`src/rtl/ds2_mux_pkg.sv`:
```
package ds2_mux_pkg;

   // kinds of overhead bit, indexed by block within a subframe
   typedef enum logic [1:0] {
      OH_MFRM = 2'd0,
      OH_FLO  = 2'd1,
      OH_FHI  = 2'd2,
      OH_CTL  = 2'd3
   } oh_kind_e;

   localparam int STD_BLK_LEN     = 49;
   localparam int STD_BLK_PER_SUB = 6;
   localparam int STD_NUM_SUB     = 4;

   // fixed overhead layout of a six-block subframe
   function automatic oh_kind_e oh_kind_of(input int blk);
      case (blk)
         0:       return OH_MFRM;
         2:       return OH_FLO;
         5:       return OH_FHI;
         default: return OH_CTL;
      endcase
   endfunction

endpackage

```
`src/rtl/ds2_trib_fifo.sv`:
```
module ds2_trib_fifo #(
   parameter  int DEPTH = 16,
   localparam int AW    = $clog2(DEPTH),
   localparam int LW    = AW + 1
) (
   input  logic          clk,
   input  logic          rst_n,
   input  logic          push,
   input  logic          din,
   input  logic          pop,
   output logic          dout,
   output logic          empty,
   output logic [LW-1:0] level
);

   generate
      if ((1 << AW) != DEPTH || DEPTH < 2) begin : g_bad_depth
         $error("ds2_trib_fifo: DEPTH must be a power of two, at least 2");
      end
   endgenerate

   logic [DEPTH-1:0] mem;
   logic [AW-1:0]    wr_ptr, rd_ptr;
   logic [LW-1:0]    count;
   logic             rd_ok, wr_ok;

   assign empty = (count == '0);
   assign rd_ok = pop && !empty;
   assign wr_ok = push && ((count != LW'(DEPTH)) || rd_ok);
   assign dout  = mem[rd_ptr];
   assign level = count;

   always_ff @(posedge clk or negedge rst_n) begin
      if (!rst_n) begin
         wr_ptr <= '0;
         rd_ptr <= '0;
         count  <= '0;
      end else begin
         if (wr_ok) wr_ptr <= wr_ptr + AW'(1);
         if (rd_ok) rd_ptr <= rd_ptr + AW'(1);
         count <= count + LW'(wr_ok) - LW'(rd_ok);
      end
   end

   always_ff @(posedge clk) begin
      if (wr_ok) mem[wr_ptr] <= din;
   end

endmodule

```
`src/rtl/ds2_frame_timer.sv`:
```
module ds2_frame_timer #(
   parameter  int BLK_LEN     = 49,
   parameter  int BLK_PER_SUB = 6,
   parameter  int NUM_SUB     = 4,
   localparam int IW          = $clog2(BLK_LEN),
   localparam int BW          = $clog2(BLK_PER_SUB),
   localparam int SW          = $clog2(NUM_SUB)
) (
   input  logic          clk,
   input  logic          rst_n,
   output logic [IW-1:0] bit_idx,
   output logic [BW-1:0] blk_idx,
   output logic [SW-1:0] sub_idx,
   output logic          frame_first
);

   logic blk_end, sub_end;

   assign blk_end     = (bit_idx == IW'(BLK_LEN - 1));
   assign sub_end     = blk_end && (blk_idx == BW'(BLK_PER_SUB - 1));
   assign frame_first = (bit_idx == '0) && (blk_idx == '0) && (sub_idx == '0);

   always_ff @(posedge clk or negedge rst_n) begin
      if (!rst_n) begin
         bit_idx <= '0;
         blk_idx <= '0;
         sub_idx <= '0;
      end else begin
         bit_idx <= blk_end ? '0 : bit_idx + IW'(1);
         if (blk_end) blk_idx <= sub_end ? '0 : blk_idx + BW'(1);
         if (sub_end) sub_idx <= (sub_idx == SW'(NUM_SUB - 1)) ? '0 : sub_idx + SW'(1);
      end
   end

endmodule

```
`src/rtl/ds2_mux.sv`:
```
module ds2_mux
   import ds2_mux_pkg::*;
#(
   parameter  int   BLK_LEN     = STD_BLK_LEN,
   parameter  int   BLK_PER_SUB = STD_BLK_PER_SUB,
   parameter  int   NUM_SUB     = STD_NUM_SUB,
   parameter  int   NUM_TRIB    = 4,
   parameter  int   FIFO_DEPTH  = 16,
   parameter  logic STUFF_FILL  = 1'b0,
   localparam int   LVL_W       = $clog2(FIFO_DEPTH) + 1,
   localparam int   IW          = $clog2(BLK_LEN),
   localparam int   BW          = $clog2(BLK_PER_SUB),
   localparam int   SW          = $clog2(NUM_SUB),
   localparam int   TW          = $clog2(NUM_TRIB)
) (
   input  logic                clk,
   input  logic                rst_n,
   input  logic [NUM_TRIB-1:0] trib_bit,
   input  logic [NUM_TRIB-1:0] trib_vld,
   input  logic [LVL_W-1:0]    stuff_thresh,
   input  logic                x_bit_cfg,
   output logic                ds2_bit,
   output logic                ds2_frame_start,
   output logic                underflow_err
);

   // elaboration-time checks of the frame geometry
   generate
      if (NUM_SUB != NUM_TRIB) begin : g_bad_sub
         $error("ds2_mux: one subframe per tributary is required");
      end
      if ((1 << TW) != NUM_TRIB) begin : g_bad_trib
         $error("ds2_mux: NUM_TRIB must be a power of two");
      end
      if ((BLK_LEN - 1) % NUM_TRIB != 0) begin : g_bad_blk
         $error("ds2_mux: payload per block must divide evenly among tributaries");
      end
      if (BLK_PER_SUB != 6) begin : g_bad_layout
         $error("ds2_mux: overhead layout assumes six blocks per subframe");
      end
   endgenerate

   logic [IW-1:0]       bit_idx, pay_idx;
   logic [BW-1:0]       blk_idx;
   logic [SW-1:0]       sub_idx;
   logic                frame_first;
   logic [NUM_TRIB-1:0] pop, empty, dout, armed_q;
   logic [LVL_W-1:0]    lvl [NUM_TRIB];
   logic [TW-1:0]       trib_sel;
   logic                sub_start, is_pay, is_slot, stuffing, hole;
   logic                dec_q, m_val, ovh_val, nxt_bit;

   ds2_frame_timer #(
      .BLK_LEN    (BLK_LEN),
      .BLK_PER_SUB(BLK_PER_SUB),
      .NUM_SUB    (NUM_SUB)
   ) u_timer (
      .clk        (clk),
      .rst_n      (rst_n),
      .bit_idx    (bit_idx),
      .blk_idx    (blk_idx),
      .sub_idx    (sub_idx),
      .frame_first(frame_first)
   );

   generate
      for (genvar g = 0; g < NUM_TRIB; g++) begin : g_trib
         ds2_trib_fifo #(.DEPTH(FIFO_DEPTH)) u_fifo (
            .clk  (clk),
            .rst_n(rst_n),
            .push (trib_vld[g]),
            .din  (trib_bit[g]),
            .pop  (pop[g]),
            .dout (dout[g]),
            .empty(empty[g]),
            .level(lvl[g])
         );
      end
   endgenerate

   // position decode
   assign sub_start = (bit_idx == '0) && (blk_idx == '0);
   assign is_pay    = (bit_idx != '0);
   assign pay_idx   = bit_idx - IW'(1);
   assign trib_sel  = pay_idx[TW-1:0];
   assign is_slot   = (blk_idx == BW'(BLK_PER_SUB - 1)) && (pay_idx == IW'(sub_idx));
   assign stuffing  = is_slot && dec_q;
   assign hole      = is_pay && !stuffing && empty[trib_sel];

   always_comb begin
      pop = '0;
      if (is_pay && !stuffing) pop[trib_sel] = 1'b1;
   end

   // overhead bit for the current block
   assign m_val = (sub_idx == SW'(NUM_SUB - 1)) ? x_bit_cfg : (sub_idx != '0);

   always_comb begin
      case (oh_kind_of(int'(blk_idx)))
         OH_MFRM: ovh_val = m_val;
         OH_FLO:  ovh_val = 1'b0;
         OH_FHI:  ovh_val = 1'b1;
         default: ovh_val = dec_q;
      endcase
   end

   always_comb begin
      if (!is_pay)       nxt_bit = ovh_val;
      else if (stuffing) nxt_bit = STUFF_FILL;
      else if (hole)     nxt_bit = 1'b0;
      else               nxt_bit = dout[trib_sel];
   end

   always_ff @(posedge clk or negedge rst_n) begin
      if (!rst_n) begin
         dec_q           <= 1'b0;
         armed_q         <= '0;
         ds2_bit         <= 1'b0;
         ds2_frame_start <= 1'b0;
         underflow_err   <= 1'b0;
      end else begin
         if (sub_start) dec_q <= (lvl[sub_idx] < stuff_thresh);
         armed_q         <= armed_q | trib_vld;
         ds2_bit         <= nxt_bit;
         ds2_frame_start <= frame_first;
         underflow_err   <= underflow_err | (hole & armed_q[trib_sel]);
      end
   end

endmodule

```
`config.mk`:
```
export PLATFORM = sky130hd
export DESIGN_NAME = ds2_mux
export DESIGN_NICKNAME = d
export VERILOG_FILES = /design/src/rtl/ds2_mux_pkg.sv /design/src/rtl/ds2_trib_fifo.sv /design/src/rtl/ds2_frame_timer.sv /design/src/rtl/ds2_mux.sv
export SDC_FILE = /design/constraint.sdc
export NUM_CORES = 1
export LEC_CHECK = 0
export ABC_AREA = 1
export BUFFER_PORTS_ARGS = -buffer_cell sky130_fd_sc_hd__buf_2
export CORE_AREA = 2 2 166 168
export DETAILED_ROUTE_END_ITERATION = 10
export DIE_AREA = 0 0 168 170
export MAX_ROUTING_LAYER = met4
export PLACE_DENSITY_LB_ADDON = 0.3
export RECOVER_POWER = 25
export SYNTH_ARGS = -nofsm -noshare
export SYNTH_HDL_FRONTEND = slang
export SYNTH_SLANG_ARGS = --single-unit
```
`constraint.sdc`:
```
create_clock -name clk -period 3.9 [get_ports clk]
set_input_delay 0.39 -clock clk [delete_from_list [all_inputs] [get_ports clk]]
set_output_delay 0.39 -clock clk [all_outputs]
set_load 0.01 [all_outputs]
```
Word-level counts from Yosys, hierarchy flattened

Index checks and enable logic that the tools add are counted.

Register bits: 135
Input port bits: 16
Output and inout port bits: 3
Logic and storage cells: 155

$add $sub $neg: 20
Magnitude comparators: 16
Equal/unequal tests: 11
Muxes and demuxes: 41
Bitwise gates (word level): 4
Reductions and logical operators: 39

Operators with widths:

| cell                  | count |
|---|---|
| $bwmux W16            | 4 |
| $lt A4 B5 Y1 const B  | 8 |
| $add A4 B1 Y4 const B | 8 |
| $add A5 B1 Y5         | 4 |
| $logic_and A1 B1 Y1   | 20 |
| $logic_not A5 Y1      | 4 |
| $ne A5 B5 Y1 const B  | 4 |
| $sub A5 B1 Y5         | 4 |
| $bmux W1 S4           | 4 |
| $demux W1 S4          | 4 |
| $ge A4 B1 Y1 const B  | 4 |
| $mux W1               | 16 |
| $bmux W5 S2           | 1 |
| $mux W5               | 2 |
| $add A6 B1 Y6 const B | 1 |
| $bmux W1 S2           | 3 |
| $eq A6 B2 Y1          | 1 |
| $eq A6 B6 Y1 const B  | 1 |
| $logic_not A6 Y1      | 1 |
| $mux W6               | 1 |
| $pmux W2 S3           | 1 |
| $reduce_bool A6 Y1    | 1 |
| $sub A6 B1 Y6 const B | 1 |
| $logic_not A1 Y1      | 5 |
| 23 further kinds      | 28 |

Longest topological paths before layout

Depth in word-level cells: 12
Depth in mapped cells: 19
Mapped depth without buffers: 18

By module

From an unflattened synthesis, not the netlist that was laid out.

Cell total of the unflattened synthesis: 983
Area total of the unflattened synthesis: 8,197.9 um^2

By module, submodules not included:

| module                               | times used | cells an instance | area an instance (um^2) | sequential area each (um^2) |
|---|---|---|---|---|
| ds2_trib_fifo (g_trib[0].u_fifo ...) | 3          | 186               | 1,651.6                 | 805.8 |
| ds2_trib_fifo (g_trib[3].u_fifo)     | 1          | 193               | 1,649.1                 | 805.8 |
| ds2_mux                              | 1          | 154               | 948.4                   | 200.2 |
| ds2_frame_timer                      | 1          | 78                | 645.6                   | 275.3 |

Worst setup path after synthesis

Ideal clock, no wire load.

Kind: reg-to-reg
Start: register u_timer.bit_idx[0]
End: register g_trib[1].u_fifo.count[4]
Library setup time: 128 ps
Arrival time: 2,868 ps
Data required time: 3,772 ps
Slack: 904 ps
Stages on the path, launching flop included: 18
Buffers on the path: 0
Clock period less this slack: 2,996 ps
Path through: dfrtp_1 -> inv_2 -> ha_1 -> inv_1 -> nand2_1 -> nand4_1 -> nor2_1 -> nand2_2 -> nand2_8 -> nor3_4 -> ha_1 -> inv_1 -> ha_1 -> inv_1 -> fa_1 -> o21ai_0 -> a21oi_1 -> xor2_1

Word-level cells in the longest chain between the ends: 12
Elaborated cells between the ends (all ways): 18
Classes of those cells: 3 x add/sub; 2 x order compare; 1 x eq/ne; 3 x mux; 9 x reduce/logical

RTL lines:

| element                                               | line                  | RTL |
|---|---|---|
| start, declared                                       | ds2_frame_timer.sv:11 | `output logic [IW-1:0] bit_idx,` |
| start signal, assigned                                | ds2_frame_timer.sv:29 | `bit_idx <= blk_end ? '0 : bit_idx + IW'(1);` |
| branches (longest 6 deep; another with $sub A6 B1 Y6) | -                     |  |
| $mux W4 (*)                                           | ds2_mux.sv:92         | `if (is_pay && !stuffing) pop[trib_sel] = 1'b1;` |
| $logic_and A1 B1 Y1 (*)                               | ds2_trib_fifo.sv:28   | `assign rd_ok = pop && !empty;` |
| via g_trib[1].u_fifo.rd_ok                            | ds2_trib_fifo.sv:25   | `logic rd_ok, wr_ok;` |
| $logic_or A1 B1 Y1                                    | ds2_trib_fifo.sv:29   | `assign wr_ok = push && ((count != LW'(DEPTH)) \|\| rd_ok);` |
| $logic_and A1 B1 Y1                                   | ds2_trib_fifo.sv:29   |  |
| $add A5 B1 Y5                                         | ds2_trib_fifo.sv:41   | `count <= count + LW'(wr_ok) - LW'(rd_ok);` |
| $sub A5 B1 Y5 (*)                                     | ds2_trib_fifo.sv:41   |  |
| end signal, assigned                                  | ds2_trib_fifo.sv:41   |  |
| end, declared                                         | ds2_trib_fifo.sv:24   | `logic [LW-1:0] count;` |

Mark *: on every way through the listed nets, which the timed path passes.
A chain may end at the register's enable or synchronous reset.

Worst setup path after layout

Start: register u_timer.bit_idx[1]
End: register g_trib[0].u_fifo.count[4]

Word-level cells in the longest chain between the ends: 12
Elaborated cells between the ends (all ways): 18
Classes of those cells: 3 x add/sub; 2 x order compare; 1 x eq/ne; 3 x mux; 9 x reduce/logical

RTL lines:

| element                                               | line |
|---|---|
| branches (longest 6 deep; another with $sub A6 B1 Y6) | - |
| $mux W4 (*)                                           | ds2_mux.sv:92 |
| $logic_and A1 B1 Y1 (*)                               | ds2_trib_fifo.sv:28 |
| via g_trib[0].u_fifo.rd_ok                            | ds2_trib_fifo.sv:25 |
| $logic_or A1 B1 Y1                                    | ds2_trib_fifo.sv:29 |
| $logic_and A1 B1 Y1                                   | ds2_trib_fifo.sv:29 |
| $add A5 B1 Y5                                         | ds2_trib_fifo.sv:41 |
| $sub A5 B1 Y5 (*)                                     | ds2_trib_fifo.sv:41 |
| end signal, assigned                                  | ds2_trib_fifo.sv:41 |
| end, declared                                         | ds2_trib_fifo.sv:24 |

Marked as above.

==> impl_metrics.toml <==
[layout]
nFillCells = 2750
regArea_sq_um = 3699
finish.utilization_pct = 33.35
syn_to_final_growth_pct = 12.14
layout_commonest_cell = "nand2_1"
multi_input_area_sq_um = 3558
layout_common_cells = "nand2_1, inv_1, nand3_1"
instances_no_fill = 1284
drive_gt1_share_pct = 11.26
nets = 1008

[global_route]
grt_overflow = 0
grt_pass1_vias = 5386
grt_pass1_wl_mm = 26.48
grt_max_degree = 72
antenna_found_initial = 2
grt_usage_pct = 11.89

[routing]
vias_per_cell = 4.280
vias = 5495
routed_wl_mm = 15.31
dr.pass1.iters = 4
routedWlPerCell_microns = 11.92
dr.first_iter.drc_count = 323
ant_nets = 0
drc_errors = 0

[clock_network]
clock_latency_ns = 0.42
cts_htree_levels = 4
clock_sinks = 135
ctsRootBufferMaster = "clkbuf_16"
cts_tree = "built"
cts_buffer_depth = 2
cts_resized = 0
cts_setup_buffers = 0
cts_buffers = 17
clkTransAtPathRegs_ns = 0.06
cts_hold_buffers = 0

[pwr]
peakVddDrop_mv = 0.3763
p_leak_nw = 4.053
power.total_mw = 5.825
powerDensity_nw_per_um2 = 655.3

[critical_path]
critPathLaunchType = "flop"
end_kind = "flop"
worst_path_largest_cell_delay_ns = 0.44
worstPathCellList = "inv_1 -> ha_1 -> inv_1 -> nand2_1 -> nand4_1 -> nor2_1 -> nand2_2 -> nand2_8 -> nor3_4 -> ha_1 -> inv_1 -> ha_1 -> inv_1 -> fa_1 -> o21ai_0 -> a21oi_1 -> xor2_1"
worstReg2RegEnd = "g_trib[0].u_fifo.level[4]$_DFF_PN0_"
r2r_slack_ns = 0.56
cp_data_arrival_time_ns = 3.64
cp_max_fo = 10
critPathKind = "flop to flop"
cp.required_ns = 4.20
critPathMostFrequentCell = "inv_1"
critPathSlowestCell = "dfrtp_1"
r2r-start = "u_timer.bit_idx[1]$_DFF_PN0_"
r2r_cells = 17

[timing]
max_freq_mhz = 299.8
worst_slack_ns = 0.5647
fin_crit_sh_pct = 85.52
relSlewSlack_pct = 36.87
tns_ns = 0
rsz0062_at_grt = "no"
hold_viol_final = 0
finClkSkew_ns = 0.007919
setup_viol = 0
slew_violations = 0
tightest_slew_ns = 0.9470
fin_crit_ns = 3.335

[placement]
place_ws_ns = 0.5734
dpl.cell_count = 1250
numPortBuffers = 18
gp_congestion = 0.8129
dp_hpwl_mm = 11.15

[logic_synthesis]
postSynthAreaPerCell_sq_um = 8.710
synthCells = 910
syn_nets = 990
ys_seq_area_share_pct = 46.66
yosysWarnings = 0
ys_types = 31
synth-seq-cells = 135
syn-cell-area_sq_um = 7926

[floorplan]
core_sq_um = 26650
die_h_microns = 170
die_x_microns = 168
ios = 19
start_util_pct = 29.74
rows = 60
die_area_sq_um = 28560

[min_path]
hold_path_class = "primary input to asynchronous set/reset pin"

[flow_run]
drv_cap = 0

[status]
status = "finished clean"
-- cells in the mapped netlist --
cell type,n,share of area (%)
buf_2,4,0.25
nand2_2,1,0.079
nor3_4,4,0.82
xor2_1,30,3.3
nand2_1,231,11
o21ai_1,1,0.063
nor3_1,4,0.25
a22oi_1,1,0.095
nand2_4,4,0.57
inv_1,138,6.5
nor3b_1,1,0.095
clkbuf_1,7,0.33
nand3_1,99,6.3
nor2_1,56,2.7
dfrtp_1,71,22
ha_1,60,9.5
nand3_2,1,0.13
edfxtp_1,64,24
o21ai_0,32,2.0
inv_2,2,0.095
or2_2,8,0.63
xnor2_1,4,0.44
nor2_2,36,2.8
nand2_8,1,0.25
a21oi_1,29,1.8
nand4_1,3,0.24
buf_4,1,0.095
o21ai_4,4,0.82
o22ai_1,1,0.079
fa_1,4,1.0
buf_6,8,1.1
-- cells by family (layout without fill, tap and decap cells) --
group | count (synthesis) | in the layout | share of synthesized area, %
other cells | 0 | 2 | 0
xor+xnor | 34 | 34 | 3.757
simple gates | 449 | 449 | 25.75
fa+ha+maj | 64 | 64 | 10.48
buf+inv | 160 | 191 | 8.445
flops | 135 | 135 | 46.66
compound gates | 68 | 68 | 4.909
-- critical path, delay by kind of cell (launching register included) --
kind / cells / cell delay (ns)
fa+ha+maj: 4 / 1.22
buf+inv: 4 / 0.39
xor+xnor: 1 / 0.15
compound gates: 2 / 0.30
flops: 1 / 0.44
simple gates: 6 / 0.73
-- cell type report --
| class | instances | share of cell area (%) |
|---|---|---|
| Sequential cell | 135 | 41.61 |
| Multi-Input combinational cell | 615 | 40.03 |
| Inverter | 140 | 5.912 |
| Clock buffer | 18 | 4.828 |
| Tap cell | 341 | 4.800 |
| Clock inverter | 14 | 1.689 |
| Timing Repair Buffer | 19 | 1.070 |
| Antenna cell | 2 | 0.05631 |
-- how the worst max path moves through the flow --
stage / startpoint / to / slack [ns] / depth (start not counted)
detailed placement: u_timer.bit_idx[1]$_DFF_PN0_ / g_trib[0].u_fifo.level[4]$_DFF_PN0_ / 0.57 / 17
global route: u_timer.bit_idx[1]$_DFF_PN0_ / g_trib[0].u_fifo.level[4]$_DFF_PN0_ / 0.24 / 17
global placement: u_timer.bit_idx[1]$_DFF_PN0_ / g_trib[1].u_fifo.level[4]$_DFF_PN0_ / 0.65 / 17
finish: u_timer.bit_idx[1]$_DFF_PN0_ / g_trib[0].u_fifo.level[4]$_DFF_PN0_ / 0.56 / 17
CTS: u_timer.bit_idx[1]$_DFF_PN0_ / g_trib[0].u_fifo.level[4]$_DFF_PN0_ / 0.55 / 17
floorplan: u_timer.bit_idx[0]$_DFF_PN0_ / g_trib[1].u_fifo.level[4]$_DFF_PN0_ / 0.90 / 17
-- state kept, by name, summed over array words and instances (netlist names), 2 cells and up --
register	cells
armed_q	4
g_trib.u_fifo.wr_ptr	16
u_timer.blk_idx	3
u_timer.bit_idx	6
g_trib.u_fifo.level	20
g_trib.u_fifo.rd_ptr	16
u_timer.sub_idx	2
g_trib.u_fifo.mem	64
-- layer usage --
layer  vias up  part of all wire (%)  global-route usage (%)
met2        63                    44                   18.27
met1      2488                    51                   15.40
met5         -                     0                       -
li1       2925                     -                       -
met3        19                   3.2                   2.907
met4         0                   1.5                   4.008
-- power breakdown --
part	internal (mW)	switching, mW	total, mW
logic	0.788	1.22	2.01
registers	1.84	0.389	2.23
clock network	0.944	0.643	1.59
-- per-stage QoR --
step | cell area [sq um] | hold WS (ns)
6_report | 8889 | 0.1211
5_1_grt | 8889 | 0.2020
4_1_cts | 8889 | 0.1509
3_5_place_dp | 8309 | 0.4521
3_3_place_gp | 8309 | 0.4553
2_1_floorplan | 7926 | 0.09441
(Power assumes the default switching activity.)
